## src/rtl/porb_pkg.sv

```systemverilog
package porb_pkg;
   typedef enum logic [1:0] {
      XF_SHL   = 2'd0,
      XF_SHR   = 2'd1,
      XF_NSWAP = 2'd2,
      XF_BREV  = 2'd3
   } xform_cmd_e;
endpackage

```

## src/rtl/porb_xform.sv

```systemverilog
module porb_xform
   import porb_pkg::*;
#(
   parameter int DATA_W = 8
) (
   input  logic              clk,
   input  logic              rst_n,
   input  xform_cmd_e        cmd,
   input  logic [DATA_W-1:0] din,
   output logic [DATA_W-1:0] dout
);
   localparam int HALF_W = DATA_W / 2;

   generate
      if (DATA_W < 2 || (DATA_W % 2) != 0) begin : g_bad_width
         $error("porb_xform: DATA_W must be even and at least 2");
      end
   endgenerate

   logic [DATA_W-1:0] shl_v, shr_v, swap_v, brev_v;

   assign shl_v  = {din[DATA_W-2:0], 1'b0};
   assign shr_v  = {1'b0, din[DATA_W-1:1]};
   assign swap_v = {din[HALF_W-1:0], din[DATA_W-1:HALF_W]};

   generate
      for (genvar i = 0; i < DATA_W; i++) begin : g_mirror
         assign brev_v[i] = din[DATA_W-1-i];
      end
   endgenerate

   always_comb begin
      unique case (cmd)
         XF_SHL:   dout = shl_v;
         XF_SHR:   dout = shr_v;
         XF_NSWAP: dout = swap_v;
         XF_BREV:  dout = brev_v;
         default:  dout = '0;
      endcase
   end


   shr_msb_clear_chk: assert property (@(posedge clk) disable iff (!rst_n)
      (cmd == XF_SHR) |-> (dout[DATA_W-1] == 1'b0));


   nswap_ones_chk: assert property (@(posedge clk) disable iff (!rst_n)
      (cmd == XF_NSWAP) |-> ($countones(dout) == $countones(din)));


   brev_ends_chk: assert property (@(posedge clk) disable iff (!rst_n)
      (cmd == XF_BREV) |-> (dout[0] == din[DATA_W-1] &&
                            $countones(dout) == $countones(din)));
endmodule

```

## src/rtl/porb_cmdregs.sv

```systemverilog
module porb_cmdregs #(
   parameter int DATA_W = 8,
   parameter int CMD_W  = 2
) (
   input  logic              clk,
   input  logic              rst_n,
   input  logic              wr_en,
   input  logic              sel_cmd,
   input  logic [DATA_W-1:0] wdata,
   output logic [DATA_W-1:0] data_q,
   output logic [CMD_W-1:0]  cmd_q
);
   generate
      if (CMD_W > DATA_W) begin : g_bad_cmd
         $error("porb_cmdregs: CMD_W may not exceed DATA_W");
      end
   endgenerate

   always_ff @(posedge clk) begin
      if (!rst_n) begin
         data_q <= '0;
         cmd_q  <= '0;
      end else if (wr_en) begin
         if (sel_cmd) cmd_q  <= wdata[CMD_W-1:0];
         else         data_q <= wdata;
      end
   end


   cmd_take_chk: assert property (@(posedge clk) disable iff (!rst_n)
      (wr_en && sel_cmd) |=> (cmd_q == $past(wdata[CMD_W-1:0]) && $stable(data_q)));


   data_take_chk: assert property (@(posedge clk) disable iff (!rst_n)
      (wr_en && !sel_cmd) |=> (data_q == $past(wdata) && $stable(cmd_q)));


   regs_hold_chk: assert property (@(posedge clk) disable iff (!rst_n)
      !wr_en |=> ($stable(data_q) && $stable(cmd_q)));
endmodule

```

## src/rtl/porb_bank.sv

```systemverilog
module porb_bank #(
   parameter int ADDR_W     = 24,
   parameter int BANK_W     = 8,
   parameter int BANK_SHIFT = 15,
   parameter int GUARD      = 32'h10000
) (
   input  logic              clk,
   input  logic              rst_n,
   input  logic              wr_en,
   input  logic [BANK_W-1:0] wbyte,
   input  logic [ADDR_W:0]   rom_size,
   output logic [ADDR_W-1:0] bank_q,
   output logic              reject_q
);
   localparam int SUM_W = ADDR_W + 1;

   generate
      if (BANK_W + BANK_SHIFT > ADDR_W) begin : g_bad_bank
         $error("porb_bank: bank does not fit the address width");
      end
      if (GUARD <= 0) begin : g_bad_guard
         $error("porb_bank: GUARD must be positive");
      end
   endgenerate

   logic [SUM_W-1:0] cand, need;
   logic             too_far;

   assign cand    = SUM_W'(wbyte) << BANK_SHIFT;
   assign need    = cand + SUM_W'(GUARD);
   assign too_far = (need >= rom_size);

   always_ff @(posedge clk) begin
      if (!rst_n) begin
         bank_q   <= '0;
         reject_q <= 1'b0;
      end else begin
         reject_q <= wr_en && too_far;
         if (wr_en && !too_far) bank_q <= cand[ADDR_W-1:0];
      end
   end


   reject_keeps_chk: assert property (@(posedge clk) disable iff (!rst_n)
      reject_q |-> (bank_q == $past(bank_q)));


   reject_cause_chk: assert property (@(posedge clk) disable iff (!rst_n)
      reject_q |-> $past(wr_en));


   bank_idle_chk: assert property (@(posedge clk) disable iff (!rst_n)
      !wr_en |=> $stable(bank_q));
endmodule

```

## src/rtl/porb_remap.sv

```systemverilog
module porb_remap #(
   parameter int ADDR_W      = 24,
   parameter int REMAP_LIMIT = 32'h100000
) (
   input  logic              clk,
   input  logic              rst_n,
   input  logic [ADDR_W-1:0] cpu_addr,
   input  logic [ADDR_W-1:0] bank,
   output logic [ADDR_W-1:0] phys_addr
);
   localparam int LIM_LOG = $clog2(REMAP_LIMIT);
   localparam bit LIM_POW2 = ((REMAP_LIMIT & (REMAP_LIMIT - 1)) == 0);

   logic in_low;

   generate
      if (REMAP_LIMIT <= 0 || LIM_LOG >= ADDR_W) begin : g_bad_limit
         $error("porb_remap: REMAP_LIMIT out of range");
      end
      if (LIM_POW2) begin : g_pow2
         assign in_low = (cpu_addr[ADDR_W-1:LIM_LOG] == '0);
      end else begin : g_cmp
         assign in_low = (cpu_addr < ADDR_W'(REMAP_LIMIT));
      end
   endgenerate

   assign phys_addr = in_low ? (cpu_addr | bank) : cpu_addr;


   phys_covers_chk: assert property (@(posedge clk) disable iff (!rst_n)
      ((phys_addr & cpu_addr) == cpu_addr));


   zero_bank_chk: assert property (@(posedge clk) disable iff (!rst_n)
      (bank == '0) |-> (phys_addr == cpu_addr));
endmodule

```

## src/rtl/xform_orbank_unit.sv

```systemverilog
module xform_orbank_unit
   import porb_pkg::*;
#(
   parameter int ADDR_W      = 24,
   parameter int DATA_W      = 8,
   parameter int CMD_W       = 2,
   parameter int PAGE_SHIFT  = 20,
   parameter int PROT_PAGE   = 6,
   parameter int BANK_PAGE   = 7,
   parameter int SEL_BIT     = 1,
   parameter int BANK_SHIFT  = 15,
   parameter int GUARD       = 32'h10000,
   parameter int REMAP_LIMIT = 32'h100000
) (
   input  logic              clk,
   input  logic              rst_n,
   input  logic [ADDR_W-1:0] cpu_addr,
   input  logic              wr_en,
   input  logic [DATA_W-1:0] wr_data,
   output logic [DATA_W-1:0] rd_data,
   input  logic [ADDR_W:0]   rom_size,
   output logic [ADDR_W-1:0] phys_addr,
   output logic              bank_reject
);
   localparam int PAGE_W = ADDR_W - PAGE_SHIFT;

   generate
      if (CMD_W != 2) begin : g_bad_cmdw
         $error("xform_orbank_unit: four transforms need CMD_W of 2");
      end
      if (PROT_PAGE == BANK_PAGE) begin : g_bad_pages
         $error("xform_orbank_unit: pages must differ");
      end
      if (SEL_BIT >= PAGE_SHIFT) begin : g_bad_sel
         $error("xform_orbank_unit: select bit inside page field");
      end
   endgenerate

   logic [PAGE_W-1:0] page;
   logic              prot_wr, bank_wr, in_rd_win;
   logic [DATA_W-1:0] data_q, xf_out;
   logic [CMD_W-1:0]  cmd_q;
   logic [ADDR_W-1:0] bank_q;

   assign page      = cpu_addr[ADDR_W-1:PAGE_SHIFT];
   assign prot_wr   = wr_en && (page == PAGE_W'(PROT_PAGE));
   assign bank_wr   = wr_en && (page == PAGE_W'(BANK_PAGE));
   assign in_rd_win = (page == PAGE_W'(PROT_PAGE)) || (page == PAGE_W'(BANK_PAGE));

   porb_cmdregs #(.DATA_W(DATA_W), .CMD_W(CMD_W)) u_regs (
      .clk(clk), .rst_n(rst_n), .wr_en(prot_wr), .sel_cmd(cpu_addr[SEL_BIT]),
      .wdata(wr_data), .data_q(data_q), .cmd_q(cmd_q));

   porb_xform #(.DATA_W(DATA_W)) u_xf (
      .clk(clk), .rst_n(rst_n), .cmd(xform_cmd_e'(cmd_q)), .din(data_q), .dout(xf_out));

   porb_bank #(.ADDR_W(ADDR_W), .BANK_W(DATA_W), .BANK_SHIFT(BANK_SHIFT), .GUARD(GUARD)) u_bank (
      .clk(clk), .rst_n(rst_n), .wr_en(bank_wr), .wbyte(wr_data), .rom_size(rom_size),
      .bank_q(bank_q), .reject_q(bank_reject));

   porb_remap #(.ADDR_W(ADDR_W), .REMAP_LIMIT(REMAP_LIMIT)) u_map (
      .clk(clk), .rst_n(rst_n), .cpu_addr(cpu_addr), .bank(bank_q), .phys_addr(phys_addr));

   assign rd_data = in_rd_win ? xf_out : '0;


   bank_write_keeps_regs_chk: assert property (@(posedge clk) disable iff (!rst_n)
      bank_wr |=> ($stable(data_q) && $stable(cmd_q)));


   prot_write_keeps_bank_chk: assert property (@(posedge clk) disable iff (!rst_n)
      prot_wr |=> ($stable(bank_q) && !bank_reject));


   reject_needs_bank_wr_chk: assert property (@(posedge clk) disable iff (!rst_n)
      bank_reject |-> $past(bank_wr));
endmodule

```

## config.mk

```make
export PLATFORM = sky130hd
export DESIGN_NAME = xform_orbank_unit
export DESIGN_NICKNAME = d
export VERILOG_FILES = /design/src/rtl/porb_pkg.sv /design/src/rtl/porb_xform.sv /design/src/rtl/porb_cmdregs.sv /design/src/rtl/porb_bank.sv /design/src/rtl/porb_remap.sv /design/src/rtl/xform_orbank_unit.sv
export SDC_FILE = /design/constraint.sdc
export NUM_CORES = 1
export LEC_CHECK = 0
export ABC_AREA = 0
export BUFFER_PORTS_ARGS = -buffer_cell sky130_fd_sc_hd__buf_2
export CAP_MARGIN = 20
export CORE_MARGIN = 4
export CORE_UTILIZATION = 42
export CTS_CLUSTER_SIZE = 16
export DETAILED_ROUTE_END_ITERATION = 8
export PLACE_DENSITY = 0.78
export SYNTH_ARGS = -nofsm -noshare
export SYNTH_HDL_FRONTEND = slang
export SYNTH_SLANG_ARGS = --single-unit
```

## constraint.sdc

```tcl
create_clock -name clk -period 3.05 [get_ports clk]
set_input_delay 0.1525 -clock clk [delete_from_list [all_inputs] [get_ports clk]]
set_output_delay 0.1525 -clock clk [all_outputs]
set_load 0.02 [all_outputs]
```

* Word-level counts from Yosys, hierarchy flattened
Cells that the tools add are included.
** Word-level totals
- Flip-flop bits (word level) :: 19
- Bits of input ports :: 60
- Output and inout bits :: 33
- Logic and storage cells :: 26
** Operators by class
- Add/subtract/negate cells :: 1
- Magnitude comparators :: 1
- Eq/ne operators :: 5
- Mux-type cells :: 3
- Bitwise logic cells :: 2
- Reductions and logical operators :: 10
** Operators by type and width (number)
- one-hot mux 8 bit (4 select lines) :: 1
- >= comparator 25 bit :: 1
- adder 23 x 17 -> 24 bit (second input constant) :: 1
- two-way mux 24 bit :: 1
- OR 24 x 23 -> 24 bit :: 1
- equality test 4 x 3 -> 1 bit (second input constant) :: 2
- two-way mux 8 bit :: 1
- equality test 2 bit (second input constant) :: 2
- logical AND 1 bit :: 4
- zero test 4 bit :: 1
- AND reduction 2 bit :: 2
- equality test 2 x 1 -> 1 bit (second input constant) :: 1
- zero test 2 bit :: 1
- zero test 1 bit :: 1
- logical OR 1 bit :: 1
- NOT 1 bit :: 1

* Logic depth before layout (Yosys ltp)
Gate-level depths: netlist of the first run.
- Word-level depth :: 4
- Mapped depth :: 10
- Gate-level depth less buffers :: 10

* Hierarchy
From an unflattened synthesis of the first run, not the netlist that was laid out.
** Unflattened totals
- Cells, all modules :: 214
- Area total of the unflattened synthesis :: 1833.0 um^2
** By module, submodules not included
- porb_bank :: instances 1, cells each 107, area an instance 870.8 um^2, sequential area each 180.2 um^2
- porb_cmdregs :: instances 1, cells each 43, area an instance 419.2 um^2, sequential area each 200.2 um^2
- porb_remap :: instances 1, cells each 33, area an instance 251.5 um^2, sequential area each 0.0 um^2
- porb_xform :: instances 1, cells each 18, area an instance 209.0 um^2, sequential area each 0.0 um^2
- xform_orbank_unit :: instances 1, cells each 13, area an instance 82.6 um^2, sequential area each 0.0 um^2

* Worst setup path after synthesis of the first run
No wires, ideal clock.
- Path kind :: input to register
- From :: input wr_data[1]
- To :: register u_bank.bank_q[15]
- Library setup time :: 0.072 ns
- Arrival time :: 1.803 ns
- Data required time :: 2.978 ns
- Setup slack :: 1.175 ns
- Cell stages on the path :: 10
- Path buffers :: 0
- Path through :: ha_1 > nand3_1 > nor2_1 > xor2_1 > ha_1 > nand4b_1 > nor3_1 > nand4_2 > nand4_4 > mux2i_1
** On the way
- Word-level cells in the longest chain between the ends :: 4
** RTL lines
- from (decl) :: line xform_orbank_unit.sv:19 : input logic [DATA_W-1:0] wr_data,
- adder 23 x 17 -> 24 bit :: line porb_bank.sv:30 : assign need = cand + SUM_W'(GUARD);
- >= comparator 25 bit :: line porb_bank.sv:31 : assign too_far = (need >= rom_size);
- zero test 1 bit :: line porb_bank.sv:39 : if (wr_en && !too_far) bank_q <= cand[ADDR_W-1:0];
- logical AND 1 bit :: line porb_bank.sv:39
- to (signal assigned) :: line porb_bank.sv:39
- to (decl) :: line porb_bank.sv:12 : output logic [ADDR_W-1:0] bank_q,
No other way between the ends.
A chain may end at the register's enable or synchronous reset.

* Final worst setup path of the first run
- From :: input wr_data[1]
- To :: register u_bank.bank_q[22]
Same word-level chain as after synthesis.

==> metrics.md, run 1 <==
| Metric | Value |
|---|---|
| Resized cells post-CTS | `0` |
| Setup TNS Final | `0 ns` |
| Util after Layout | `53.64%` |
| Total global-route track usage | `15.95%` |
| Dpl hpwl | `3.076 mm` |
| Remaining antenna violation count after routing | `0` |
| Vias | `1397` |
| TritonCTS clock tree | `done` |
| CP delay by family, top | `simple AND/OR/NAND/NOR gates` |
| Post-synth EDFFs | `0` |
| LEAKAGE | `0.9101 nW` |
| Cts bufs inserted | `3` |
| Syn Area/Cell | `8.745 um2` |
| GR Layer Usage met1 | `21.47%` |
| Ys flop type | `dfxtp_1` |
| Worst skew pair latency | `0.26 ns` |
| Port buffer count | `64` |
| Crit path cell chain | `buf_2, ha_1, nand3_1, nor2_1, xor2_1, ha_1, nand4b_1, nor3_1, nand4_2, nand4_4, mux2i_1` |
| CTS HTree Levels | `1` |
| Power density over cell area | `293.9 nW/um2` |
| Share of cells above drive strength 1 | `35.68%` |
| Syn Std Cell Area | `1574 um2` |
| Row Count | `21` |
| Cell variety after synth | `38` |
| Nets | `298` |
| Ports | `93` |
| Final Hold Viols | `0` |
| Pin count of the biggest net entering global routing | `28` |
| Status | `complete, no violations` |
| GRT overflow | `0` |
| Die height | `69.22 um` |
| Crit path kind | `in2reg` |
| Minimum clock period | `1.970 ns` |
| Syn_nets | `250` |
| Number of diodes | `0` |
| Crit share post-route | `64.59%` |
| Seq cells post-synth | `19` |
| Most used routing layer | `met2` |
| Min-delay worst type | `in2reg` |
| Crit path required time | `3.23 ns` |
| # DRC | `0` |
| Max-slew headroom | `63.11%` |
| Main area contributors after synthesis | `dfxtp_1, mux2i_1, ha_1` |
| Via-per-instance ratio | `5.117` |
| Maximum vdd drop | `0.1063 mV` |
| Root Driver | `clkbuf_8` |
| Seq/Total Area, Yosys | `24.17%` |
| First-pass GRT wire length | `6.320 mm` |
| Number of global-route vias before repair | `1354` |
| Setup bufs post-CTS | `0` |
| Area growth, synth to finish | `18.20%` |
| Clk pin slew, worst setup/hold paths | `0.07 ns` |
| Antenna violations before repair | `0` |
| 1st-pass router iterations | `6` |
| Post-detailed-routing wire length | `3.762 mm` |
| Final slew viol count | `0` |
| Max incr delay on CP | `0.29 ns` |
| Worst path most repeated cell | `ha_1` |
| Tightest Pin Transition | `0.5526 ns` |
| Area of the core | `3468 um2` |
| Placer Congestion | `0.8505` |
| Worst Setup End Kind | `register` |
| Area leader, netlist | `dfxtp_1` |
| Initial DRC Count | `63` |
| Maximum clock rate | `507.6 MHz` |
| Avg WL per Cell | `13.78 um` |
| Clock buffer depth | `2` |
| # setup viols final | `0` |
| CTS hold repair buffers | `0` |
| Met2 GRT Util | `24.58%` |
| Top-count cell post-synth | `nand2_1` |
| Crit path max fanout | `8` |
| Critical Path AT | `2.15 ns` |
| Die ar. | `4791 um2` |
| GRT met3 Usage | `2.464%` |
| RSZ-0062 raised after global routing | `false` |
| Clk_skew | `0 ns` |
| Top cells by count, synth | `nand2_1, dfxtp_1, mux2i_1` |
| Critical path's slowest cell | `ha_1` |
| Syn Inst Count | `180` |
| Synth Warn # | `0` |
| Number of max-cap violations | `0` |
| CP startpoint kind | `input port` |
| Synth top area share | `24.17%` |
| Async set or reset register ratio after synthesis | `0%` |
| Initial core utilization | `45.38%` |
| Clock Sinks | `19` |
| Die width | `69.22 um` |
| WP buf/inv | `1` |
-- worst register-to-register path: stages, from the launching register on --
cell     delay [ns]
dfxtp_1        0.67
mux2i_1        0.14
nor2b_1        0.13
-- layout by cell type (no fill, tap or decap), drive strengths merged, types with 2 or more instances in the layout --
cell type	Yosys	final
nor3	3	3
a21oi	7	7
dfxtp	19	19
buf	19	65
xor2	2	2
nand2	22	22
nor2	7	7
mux4	4	4
inv	10	10
nor4	3	3
a21o	9	9
nand3	4	4
xnor2	4	4
mux2i	19	19
nand4	4	4
clkbuf	3	4
nor2b	11	11
ha	10	10
a211oi	2	2
and2	4	4
and3	2	2
nand3b	3	3
-- stage by stage --
stage          worst slack [ns]   power, W  hold WS, ns  cells  area (um2)
4_1_cts                   1.052  0.0005515       0.1842    273        1861
5_1_grt                  0.9112  0.0005743       0.1947    273        1861
3_3_place_gp             0.9096  0.0003774       0.3051    269        1815
6_report                  1.080  0.0005467       0.1828    273        1861
3_5_place_dp             0.8002  0.0003799       0.3051    269        1815
2_1_floorplan             1.175  0.0003506       0.2834    180        1574
-- final timing paths --
| path | startpoint | end | slack, ns | cells past startpoint |
|---|---|---|---|---|
| hold reg to reg | u_bank.bank_q[18] | u_bank.bank_q[18] | 0.46 | 2 |
| setup reg to reg | u_regs.cmd_q[1] | u_regs.cmd_q[1] | 2.04 | 2 |
| setup / recovery | wr_data[1] | u_bank.bank_q[22] | 1.08 | 11 |
| hold / removal | wr_data[0] | u_bank.bank_q[15] | 0.18 | 3 |
-- report_power, final --
part           internal (W)  total, W  switching [W]  leakage [nW]
clock network     0.0000930  0.000173      0.0000803        0.0228
logic             0.0000559  0.000121      0.0000647         0.734
registers          0.000250  0.000253     0.00000244         0.153
total              0.000399  0.000547       0.000147         0.910
-- metal layers --
layer	vias up	wire [um]
li1	706	-
met1	616	1744
met2	62	1628
met3	13	276
met4	0	113
met5	-	0
-- logic make-up after synthesis --
| logic type | after synthesis | share of synthesized area, % |
|---|---|---|
| AOI/OAI and AO/OA | 21 | 8.743 |
| muxes | 24 | 18.52 |
| and+or+nand+nor | 68 | 25.76 |
| xor gates and xnor gates | 6 | 3.339 |
| adders and majority gates | 10 | 7.949 |
| buffers and inverters | 32 | 11.53 |
| DFF | 19 | 24.17 |
-- registers in the layout, summed over array words and instances (netlist names) --
signal,cells
u_bank.bank_q,8
u_regs.data_q,8
u_regs.cmd_q,2
u_bank.reject_q,1
-- final cells by class --
cell class,instances,area [um2]
Fill cell,344,1608
Multi-Input combinational cell,129,1012
Sequential cell,19,380.4
Timing Repair Buffer,65,327.8
Tap cell,46,57.56
Clock buffer,4,45.04
Inverter,10,37.54
(Power assumes the default switching activity.)
==> inputs of run 2 (changes only) <==
clock period = 1.92 ns   (was 3.05 ns; I/O delays follow)
==> run 2 against run 1 <==
Effect of this change:
- total power increased by 60%
- non-clock buffer count grew 7
- sequential share of layout area down 0.63 points
- worst hold slack got worse by 0.052 ns
- register-to-register slack worse by 1.2 ns
- final area up 3.2%
- clock-buffer cell count down 1
- routed wire length up 1.7%
- via count rose by 3.2%
- clock skew unchanged
- critical path depth is the same
- largest cell class unchanged
==> metrics.md, run 2 (synthesized netlist as in run 1, its figures left out) <==
| Metric | Value |
|---|---|
| TritonCTS clock tree | `done` |
| Remaining antenna violation count after routing | `0 (unchanged)` |
| Power share of the combinational group | `23.2% (+1.1 points)` |
| Int Pwr | `0.0006386 W (+60%)` |
| Nets | `305 (+2.3%)` |
| Worst skew pair latency | `0.26 ns (about the same)` |
| Number of global-route vias before repair | `1377 (+1.7%)` |
| Via-per-instance ratio | `5.150 (+0.64%)` |
| Worst R2R End | `u_regs.cmd_q[0]` |
| Commonest cells after routing, fill and taps aside | `buf_2, nand2_1, mux2i_1, dfxtp_1, nor2b_1` |
| Max-slew headroom | `66.18% (+3.1 points)` |
| Maximum vdd drop | `0.2363 mV (+120%)` |
| Cts bufs inserted | `3 (unchanged)` |
| Final slew viol count | `0 (unchanged)` |
| 1st-pass router iterations | `4 (-2)` |
| Antenna violations before repair | `0 (unchanged)` |
| Largest regs | `u_bank.bank_q (8), u_regs.data_q (8), u_regs.cmd_q (2)` |
| Initial core utilization | `45.38% (unchanged)` |
| CTS HTree Levels | `1 (unchanged)` |
| Die ar. | `4791 um2 (unchanged)` |
| LEAKAGE | `0.9471 nW (+4.1%)` |
| Power density over cell area | `455.4 nW/um2 (+55%)` |
| Worst Setup End Kind | `register` |
| Sequential power share | `45.9% (-0.3 points)` |
| Root Driver | `clkbuf_8` |
| Number of diodes | `0 (unchanged)` |
| Tot Pwr | `0.0008741 W (+60%)` |
| WHS Path Cells | `3 (unchanged)` |
| Initial DRC Count | `84 (+33%)` |
| CP startpoint kind | `input port` |
| Critical R2R Launch | `u_regs.cmd_q[0]` |
| Maximum clock rate | `561.5 MHz` |
| Number of fillers in the final layout | `357 (+3.8%)` |
| Number of max-cap violations | `0 (unchanged)` |
| Total global-route track usage | `15.98% (+0.034 points)` |
| Worst Setup SP | `wr_data[1]` |
| NetSw | `0.0002355 W (+60%)` |
| Critical Path AT | `1.97 ns (-0.18 ns)` |
| Clk pin slew, worst setup/hold paths | `0.07 ns (about the same)` |
| R2R Setup Slk | `0.89 ns (-1.15 ns)` |
| Final Hold Viols | `0 (unchanged)` |
| Post-detailed-routing wire length | `3.825 mm (+1.7%)` |
| Share of cells above drive strength 1 | `38.46% (+2.8 points)` |
| Crit path required time | `2.11 ns (-1.12 ns)` |
| Layout Cells excl Fill | `280 (+2.6%)` |
| Vias | `1442 (+3.2%)` |
| Avg WL per Cell | `13.66 um (-0.87%)` |
| Area growth, synth to finish | `21.94%` |
| Clk_skew | `0 ns (unchanged)` |
| Sw Share | `26.94% (-0.038 points)` |
| Clock buffer depth | `2 (unchanged)` |
| Util after Layout | `55.34% (+1.7 points)` |
| Min-delay worst type | `in2reg` |
| # DRC | `0 (unchanged)` |
| Commonest non-fill, non-tap cell in the layout | `buf_2` |
| Ports | `93 (unchanged)` |
| Worst r2r path cells | `3 (+1)` |
| WHS | `0.1309 ns (-0.05192 ns)` |
| Pin count of the biggest net entering global routing | `28 (unchanged)` |
| GRT overflow | `0 (unchanged)` |
| # setup viols final | `0 (unchanged)` |
| Critical Path Sink | `u_bank.bank_q[19]` |
| Die height | `69.22 um (unchanged)` |
| Dpl hpwl | `3.101 mm (+0.82%)` |
| Clock Sinks | `19 (unchanged)` |
| Row Count | `21 (unchanged)` |
| Tightest Pin Transition | `0.5057 ns (-0.04687 ns)` |
| Minimum clock period | `1.781 ns` |
| Placed Cells | `276 (+2.6%)` |
| First-pass GRT wire length | `6.334 mm (+0.22%)` |
| Die width | `69.22 um (unchanged)` |
| Crit path max fanout | `8 (unchanged)` |
| Area of the core | `3468 um2 (unchanged)` |
| Placer Congestion | `0.8733 (+2.7%)` |
| Status | `complete, no violations` |
| Setup TNS Final | `0 ns (unchanged)` |
| Setup bufs post-CTS | `0 (unchanged)` |
| Resized cells post-CTS | `0 (unchanged)` |
| Crit path kind | `in2reg` |
| Crit share post-route | `92.76%` |
| Port buffer count | `64 (unchanged)` |
| CTS hold repair buffers | `0 (unchanged)` |
| Clock power share | `30.8% (-0.9 points)` |
==> run 2: metrics by stage <==
stage               worst slack [ns]  area (um2)
floorplan                     0.1011        1574
detailed placement           -0.1820        1868
finish                        0.1389        1919
CTS                          0.09124        1914
global placement             -0.1033        1868
global route               -0.003822        1919
==> run 2: critical path: stages <==
cell and delay (ns):
buf_2 0.12, ha_1 0.20, nand3_1 0.12, nor2_1 0.07
xor2_1 0.14, ha_1 0.29, nand4b_1 0.14, nor3_2 0.22
nand4_2 0.16, nand4_4 0.20, mux2i_1 0.20
==> run 2: final cells by class <==
type,instances,area (um2),area share (%)
clock buffer,3,41.29,2.151
clock inverter,1,5.005,0.2608
inverter,10,37.54,1.956
multi-input combinational,129,1017,53.00
sequential,19,380.4,19.82
tap,46,57.56,2.999
timing repair buffer,72,380.4,19.82
==> run 2: metal layers <==
| layer | up-vias | GRT usage (%) | part of all wire, % |
|---|---|---|---|
| li1 | 721 | - | - |
| met1 | 648 | 20.44 | 43 |
| met2 | 60 | 25.95 | 46 |
| met3 | 13 | 2.899 | 8.0 |
| met4 | 0 | 7.375 | 2.7 |
| met5 | - | 0 | 0 |
==> run 2: worst min-delay path by stage <==
stage                             from           endpoint  slack, ns
after floorplan           cpu_addr[20]    u_bank.reject_q       0.23
after global placement    cpu_addr[14]      phys_addr[14]       0.19
after detailed placement  cpu_addr[14]      phys_addr[14]       0.19
after CTS                   wr_data[0]  u_bank.bank_q[15]       0.13
after global routing        wr_data[0]  u_bank.bank_q[15]       0.14
final                       wr_data[0]  u_bank.bank_q[15]       0.13
==> run 2: power by group through the flow <==
stage,logic [W],clock network [W],registers [W]
6_report,0.000203,0.000270,0.000401
3_3_place_gp,0.000200,0,0.000410
2_1_floorplan,0.000148,0,0.000408
4_1_cts,0.000204,0.000277,0.000401
3_5_place_dp,0.000202,0,0.000410
5_1_grt,0.000227,0.000298,0.000402
